**src/rtl/aff_router_pkg.sv**
```systemverilog
package aff_router_pkg;
  localparam int AFF_W     = 32;
  localparam int CPU_IDX_W = 8;
  typedef logic [CPU_IDX_W-1:0] cpu_idx_t;
  typedef logic [AFF_W-1:0]     aff_t;
  localparam cpu_idx_t CPU_NONE = '1;
endpackage

```
**src/rtl/aff_matcher.sv**
```systemverilog
// Parallel affinity compare; the lowest matching CPU index wins.
module aff_matcher
  import aff_router_pkg::*;
#(
  parameter int NUM_CPUS = 4
) (
  input  logic [AFF_W*NUM_CPUS-1:0] cpu_aff_table,
  input  aff_t                      key,
  output cpu_idx_t                  hit_idx
);
  logic [NUM_CPUS-1:0] eq;

  for (genvar c = 0; c < NUM_CPUS; c++) begin : g_cmp
    assign eq[c] = (cpu_aff_table[c*AFF_W +: AFF_W] == key);
  end

  always_comb begin
    hit_idx = CPU_NONE;
    for (int c = NUM_CPUS - 1; c >= 0; c--) begin
      if (eq[c]) hit_idx = cpu_idx_t'(c);
    end
  end
endmodule

```
**src/rtl/route_store.sv**
```systemverilog
// Stored affinity per shared interrupt plus registered target bitmaps.
module route_store
  import aff_router_pkg::*;
#(
  parameter int NUM_CPUS   = 4,
  parameter int NUM_SHARED = 32,
  localparam int SLOT_W    = (NUM_SHARED > 1) ? $clog2(NUM_SHARED) : 1
) (
  input  logic                         clk,
  input  logic                         rst,
  input  aff_t                         rst_aff,
  input  logic                         wr_go,
  input  logic [SLOT_W-1:0]            wr_slot,
  input  aff_t                         wr_aff,
  input  cpu_idx_t                     wr_idx,
  input  logic [SLOT_W-1:0]            rd_slot,
  output aff_t                         rd_aff,
  output logic [NUM_CPUS*NUM_SHARED-1:0] map_q,
  output logic [NUM_SHARED-1:0]        valid_q
);
  aff_t aff_mem [NUM_SHARED];

  always_ff @(posedge clk) begin
    if (rst) begin
      for (int s = 0; s < NUM_SHARED; s++) aff_mem[s] <= rst_aff;
    end else if (wr_go) begin
      aff_mem[wr_slot] <= wr_aff;
    end
  end

  assign rd_aff = aff_mem[rd_slot];

  // Clear in the previous CPU and set in the new one happen together:
  // each CPU's bit for the slot takes (new index == that CPU).
  for (genvar c = 0; c < NUM_CPUS; c++) begin : g_cpu
    always_ff @(posedge clk) begin
      if (rst) begin
        map_q[c*NUM_SHARED +: NUM_SHARED] <= (c == 0) ? '1 : '0;
      end else if (wr_go) begin
        map_q[c*NUM_SHARED + int'(wr_slot)] <= (wr_idx == cpu_idx_t'(c));
      end
    end
  end

  always_ff @(posedge clk) begin
    if (rst) begin
      valid_q <= '1;
    end else if (wr_go) begin
      valid_q[wr_slot] <= (wr_idx != CPU_NONE);
    end
  end
endmodule

```
**src/rtl/aff_router.sv**
```systemverilog
module aff_router
  import aff_router_pkg::*;
#(
  parameter int NUM_CPUS   = 4,
  parameter int NUM_SHARED = 32,
  localparam int SLOT_W    = (NUM_SHARED > 1) ? $clog2(NUM_SHARED) : 1,
  localparam int ADDR_W    = SLOT_W + 3
) (
  input  logic                           clk,
  input  logic                           rst,
  input  logic                           acc_en,
  input  logic                           acc_we,
  input  logic [ADDR_W-1:0]              acc_addr,
  input  logic [31:0]                    acc_wdata,
  output logic [31:0]                    acc_rdata,
  output logic                           acc_rvalid,
  input  logic [AFF_W*NUM_CPUS-1:0]      cpu_aff_table,
  output logic [NUM_CPUS*NUM_SHARED-1:0] tgt_map,
  output logic [NUM_SHARED-1:0]          tgt_valid,
  output logic                           route_upd
);
  initial begin
    if (NUM_CPUS < 1 || NUM_CPUS > 255)
      $error("NUM_CPUS must be 1..255");
  end

  logic [SLOT_W-1:0] slot;
  logic              upper_half;
  logic              in_range;
  logic              wr_go;
  cpu_idx_t          hit_idx;
  aff_t              rd_aff;

  assign slot       = acc_addr[ADDR_W-1:3];
  assign upper_half = acc_addr[2];

  if ((1 << SLOT_W) == NUM_SHARED) begin : g_full
    assign in_range = 1'b1;
  end else begin : g_part
    assign in_range = (int'(slot) < NUM_SHARED);
  end

  assign wr_go = acc_en && acc_we && !upper_half && in_range;

  aff_matcher #(.NUM_CPUS(NUM_CPUS)) u_match (
    .cpu_aff_table (cpu_aff_table),
    .key           (acc_wdata),
    .hit_idx       (hit_idx)
  );

  route_store #(.NUM_CPUS(NUM_CPUS), .NUM_SHARED(NUM_SHARED)) u_store (
    .clk     (clk),
    .rst     (rst),
    .rst_aff (cpu_aff_table[AFF_W-1:0]),
    .wr_go   (wr_go),
    .wr_slot (slot),
    .wr_aff  (acc_wdata),
    .wr_idx  (hit_idx),
    .rd_slot (in_range ? slot : '0),
    .rd_aff  (rd_aff),
    .map_q   (tgt_map),
    .valid_q (tgt_valid)
  );

  always_ff @(posedge clk) begin
    if (rst) begin
      acc_rdata  <= '0;
      acc_rvalid <= 1'b0;
      route_upd  <= 1'b0;
    end else begin
      acc_rvalid <= acc_en && !acc_we;
      route_upd  <= wr_go;
      if (acc_en && !acc_we)
        acc_rdata <= (!upper_half && in_range) ? rd_aff : '0;
    end
  end
endmodule

```
**config.mk**
```make
export PLATFORM = sky130hd
export DESIGN_NAME = aff_router
export DESIGN_NICKNAME = d
export VERILOG_FILES = /design/src/rtl/aff_router_pkg.sv /design/src/rtl/aff_matcher.sv /design/src/rtl/route_store.sv /design/src/rtl/aff_router.sv
export SDC_FILE = /design/constraint.sdc
export NUM_CORES = 2
export LEC_CHECK = 0
export ABC_AREA = 1
export BUFFER_PORTS_ARGS = -buffer_cell sky130_fd_sc_hd__buf_2
export CAP_MARGIN = 10
export CORE_UTILIZATION = 40
export CTS_CLUSTER_DIAMETER = 50
export CTS_CLUSTER_SIZE = 14
export DETAILED_ROUTE_END_ITERATION = 16
export GPL_TIMING_DRIVEN = 0
export HOLD_SLACK_MARGIN = 0.02
export PLACE_DENSITY_LB_ADDON = 0.05
export SYNTH_ARGS = -nofsm -noshare
export SYNTH_HDL_FRONTEND = slang
export SYNTH_SLANG_ARGS = --single-unit
```
**constraint.sdc**
```tcl
create_clock -name clk -period 3.75 [get_ports clk]
set_input_delay 0.5625 -clock clk [delete_from_list [all_inputs] [get_ports clk]]
set_output_delay 0.5625 -clock clk [all_outputs]
set_load 0.005 [all_outputs]
```
# After elaboration in Yosys (flattened, before gate mapping)
# Memory sizes are Yosys's and may differ from the RTL's.
# Cells that the tools add are included.
classes:
  add_sub_neg: 3
  magnitude_cmp: 10
  eq_ne: 8
  mux: 28
  n_bitwise: 1
  n_reduce_logical: 13
op_table:
  columns: ["operator", "count"]
  rows:
  - ["$bwmux W128", 4]
  - ["$eq A32 B32 Y1", 4]
  - ["$ge A32 B1 Y1 const B", 3]
  - ["$lt A32 B9 Y1 const B", 3]
  - ["$mux W32", 2]
  - ["$bwmux W32", 1]
  - ["$mux W8", 4]
  - ["$reduce_or A32 Y1", 1]
  - ["$demux W1 S7", 3]
  - ["$add A7 B5 Y8 const A", 2]
  - ["$eq A8 B2 Y1 const B", 2]
  - ["$mux W1", 11]
  - ["$demux W1 S5", 2]
  - ["$ge A5 B1 Y1 const B", 2]
  - ["$eq A8 B1 Y1 const B", 1]
  - ["$logic_and A1 B1 Y1", 8]
  - ["$logic_not A8 Y1", 1]
  - ["$lt A5 B8 Y1 const B", 1]
  - ["$ne A8 B8 Y1 const B", 1]
  - ["$add A6 B5 Y7 const A", 1]
  - ["$lt A5 B6 Y1 const B", 1]
  - ["$mux W5", 1]
  - ["$logic_not A1 Y1", 2]
  - ["$reduce_and A2 Y1", 1]
  - ["$not A1 Y1", 1]
totals:
  reg_bits: 578
  ram_bits: 1024
  in_bits: 172
  output_inout_bits: 194
  word_cells: 76
  n_memories: 1
memory_table:
  columns: ["memory", "words", "width", "rd", "rd_clocked_by_memory_dff", "write_ports", "line_no", "rtl"]
  rows:
  - ["u_store.aff_mem", 32, 32, 1, 0, 32, "route_store.sv:21", "aff_t aff_mem [NUM_SHARED];"]

# Logic depth before layout (Yosys ltp)
logic_depth:
  word_depth: 7
  mapped_depth: 13

# By module
# Synthesis repeated with hierarchy kept, for this count alone.
hier_totals:
  cells_unflattened: 7096
  area_unflattened_um2: 58379.7
by_module_without_submodules:
  columns: ["module", "n_inst", "cells_each", "area_each_um2"]
  rows:
  - ["route_store", 1, 6315, 54250.8]
  - ["aff_matcher", 1, 502, 2472.4]
  - ["aff_router", 1, 279, 1656.6]

# Worst setup path after synthesis
# No wires, ideal clock.
synth_timing:
  path_kind: "input -> register"
  from: "input port acc_addr[7]"
  to: "memory u_store.aff_mem[2][0] (netlist name), enable pin"
  arrival_ps: 3346
  required_ps: 3282
  setup_slack_ps: -64
  stages: 5
  path_buffers: 0
  path_cell_list: "nor2_1 nand2_1 inv_1 nand2_1 o21ai_0"
synth_lines:
  columns: ["item", "line_no", "rtl"]
  rows:
  - ["start, declared", "aff_router.sv:13", "input logic [ADDR_W-1:0] acc_addr,"]
  - ["end, declared", "route_store.sv:21", null]

# Worst setup path after layout
layout_timing:
  from: "input port acc_addr[4]"
  to: "register acc_rdata[12]"
layout_via:
  elab_chain_cells: 2
layout_lines:
  columns: ["item", "line_no", "rtl"]
  rows:
  - ["$mem_v2 Z32 W32", null, null]
  - ["$mux W32", "aff_router.sv:74", "acc_rdata <= (!upper_half && in_range) ? rd_aff : '0;"]
  - ["end signal, assigned", "aff_router.sv:74", null]
  - ["end, declared", "aff_router.sv:15", "output logic [31:0] acc_rdata,"]
# No other way between the ends.
# A chain may end at the register's enable or synchronous reset.

==> impl_metrics.toml <==
[finish]
multi_input_area_um2 = 19600
n_fill_cell = 13200
drive_above_1_share_pct = 11.2
stdcell_count = 8624
seqCellArea_um2 = 32100
nets = 6899
syn2layout_area_growth_pct = 15.8
layout_common_cells = "2590 x nand2_1, 1024 x edfxtp_1, 656 x o21ai_0, 368 x o21ai_1, 339 x clkbuf_1"
mostFrequentLayoutCell = "nand2_1"

[drt]
wirelength_um = 221000
first_iter_violations = 5787
vias = 46900
drt-wirelength-per-cell_um = 25.6
dr.pass1.iters = 6
ant_nets = 0
drc = 0
via_per_inst = 5.44

[clocking]
cts_tree = "yes"
cts-buffers-inserted = 136
htree_levels = 4
insertion_delay_ns = 0.79
cts_resized = 0
root_buffer = "clkbuf_16"
cts.reportedPaths.clkPinSlew_ns = 0.06
cts_buffer_depth = 3
ctsHoldBuffers = 0
clock_sinks = 1090
post_cts_buffers = 0

[pwr]
power_frac_seq_pct = 46.2
power.switching_w = 0.00831
ir_worst_vdd_v = 0.000487
leakagePower_nw = 26.2
combPwrFrac_pct = 10.4
switching_share_pct = 26.3
powerDensity_nw_per_um2 = 496
internal_power_w = 0.0234
pwr-share-clk_pct = 43.5

[global_routing]
grt_overflow_total = 0
grt_pass1_vias = 43300
grt_usage_pct = 31.1
antenna_found_initial = 14
grt_max_degree = 34
grt_first_pass_wirelength_um = 309000

[timing]
worst_pin_slew_ns = 1.38
finalHoldViolations = 0
setup_viol = 0
min_period_over_period_pct = 97.7
drv_slew = 0
timing.slew.headroom_pct = 7.72
clock_skew_ns = 0.0238
fin_setup_tns_ns = 0
maxClockFrequency_mhz = 273
rsz0062_at_grt = "no"
period_needed_ns = 3.66

[synthesis]
yosys.area_share.xor_xnor_pct = 1.81
synthMuxAreaShare_pct = 0
ys_warn_count = 256
synthArstFlopShare_pct = 0
syn_inst = 6269
synth_flop_cell = "edfxtp_1"
synth-seq-cells = 1090
yosys.area.top_type_share_pct = 55.8
synth_top_area_cell = "edfxtp_1"
synth.distinct_cells = 26
synth_top_family_by_area = "simple AND/OR/NAND/NOR gates"
synth_area_um2 = 55100
yosys.area_share.simple_pct = 22.0
ys_seq_area_share_pct = 58.2
synth_edf_count = 1024
synth_fa_ha_area_share_pct = 0
synth_compound_area_share_pct = 10.8
avgSynthCellArea_um2 = 8.79
synthTopCellsByArea = "edfxtp_1 56%, nand2_1 18%, o21ai_0 6.0%"

[placement]
dp.final_hpwl_um = 171000
port_buffers = 175
gp_congestion = 0.975
place_inst = 8369

[floorplan]
die_w_um = 373
chipHeight_um = 373
die-area_um2 = 139000
rows = 135
start_util_pct = 40.5
pin_count = 366
core_um2 = 136000

[min_path]
worstHoldPathType = "in -> reg"

[critical_path]
critPathLaunchType = "input pin"
arrival_ns = 4.35
crit_required_ns = 4.43
critPathKind = "in -> reg"
setup.worst_path.end_class = "flop"
cp_max_fo = 10

[run]
max_cap_violations = 0

[run_status]
outcome = "complete, no violations"
cell families after synthesis:
logic type,after synthesis
xor+xnor,114
other cells,1
compound gates,1154
simple gates,3042
buf+inv,868
flops,1090
final cells by class:
class                           instances  share of cell area (%)
Timing Repair Buffer                  193                    1.93
Clock buffer                          171                    5.93
Clock inverter                         76                    1.34
Antenna cell                            7                  0.0275
Inverter                              106                   0.624
Sequential cell                      1090                    50.3
Buffer                                762                    5.65
Tap cell                             1781                    3.49
Multi-Input combinational cell       4438                    30.7
critical path: stages:
cell      delay, ns
buf_2          0.15
inv_1          0.08
nand2_1        0.44
inv_2          0.36
buf_2          0.68
clkbuf_1       0.80
nand2_1        0.12
nand4_1        0.27
nand2_1        0.20
nand2_1        0.13
nor2_1         0.05
nand2_1        0.27
nand2_1        0.09
a21oi_1        0.13
power groups by stage:
stage	Clock [W]	Sequential, W	Combinational (W)
5_1_grt	0.0142	0.0147	0.00354
3_5_place_dp	0	0.0149	0.00320
6_report	0.0138	0.0146	0.00329
2_1_floorplan	0	0.0148	0.00188
4_1_cts	0.0138	0.0146	0.00320
3_3_place_gp	0	0.0149	0.00310
per-layer routing:
metal | share of wire (%) | global-route usage, %
met5 | 0.024 | 0
met4 | 2.9 | 9.61
met3 | 11 | 7.93
met2 | 44 | 47.0
met1 | 43 | 43.6
final timing paths:
path                                                   startpoint                          to  slack (ns)  cells after the start
worst max-delay path                                  acc_addr[4]  acc_rdata[12]$_SDFFE_PP0P_        0.09                     14
worst min-delay path                                  acc_addr[2]  acc_rdata[11]$_SDFFE_PP0P_        0.31                      5
worst max register to register  u_store.aff_mem[22][12]$_DFFE_PP_  acc_rdata[12]$_SDFFE_PP0P_        1.90                      8
worst min register to register         acc_rdata[28]$_SDFFE_PP0P_  acc_rdata[28]$_SDFFE_PP0P_        0.47                      2
stage by stage:
stage	utilization (%)	cell area (µm²)	total power, W	setup slack [ns]	hold slack [ns]
floorplan	-	55600	0.0167	-0.0638	0.462
global placement	43.1	58700	0.0180	-2.44	0.454
detailed placement	43.4	59100	0.0181	-0.704	0.457
CTS	46.8	63800	0.0316	0.125	0.246
global route	46.8	63800	0.0325	0.0995	0.285
finish	46.9	63800	0.0317	0.0853	0.310
cells in the mapped netlist (7+ instances only):
| library cell | n |
|---|---|
| o21ai_0 | 658 |
| nor2_1 | 162 |
| nor3_1 | 14 |
| inv_2 | 12 |
| edfxtp_1 | 1024 |
| a21oi_1 | 64 |
| xnor2_1 | 114 |
| dfxtp_1 | 66 |
| clkbuf_1 | 322 |
| buf_4 | 132 |
| buf_1 | 143 |
| a22oi_1 | 64 |
| nand3_1 | 13 |
| o21ai_1 | 368 |
| nand2_1 | 2619 |
| nand4_1 | 224 |
| inv_1 | 93 |
| buf_6 | 7 |
| buf_2 | 158 |
flip-flops by register name, summed over array words and instances, names as in the netlist:
signal           flops
acc_rvalid           1
u_store.valid_q     32
acc_rdata           32
u_store.aff_mem   1024
route_upd            1
(Power assumes the default switching activity.)
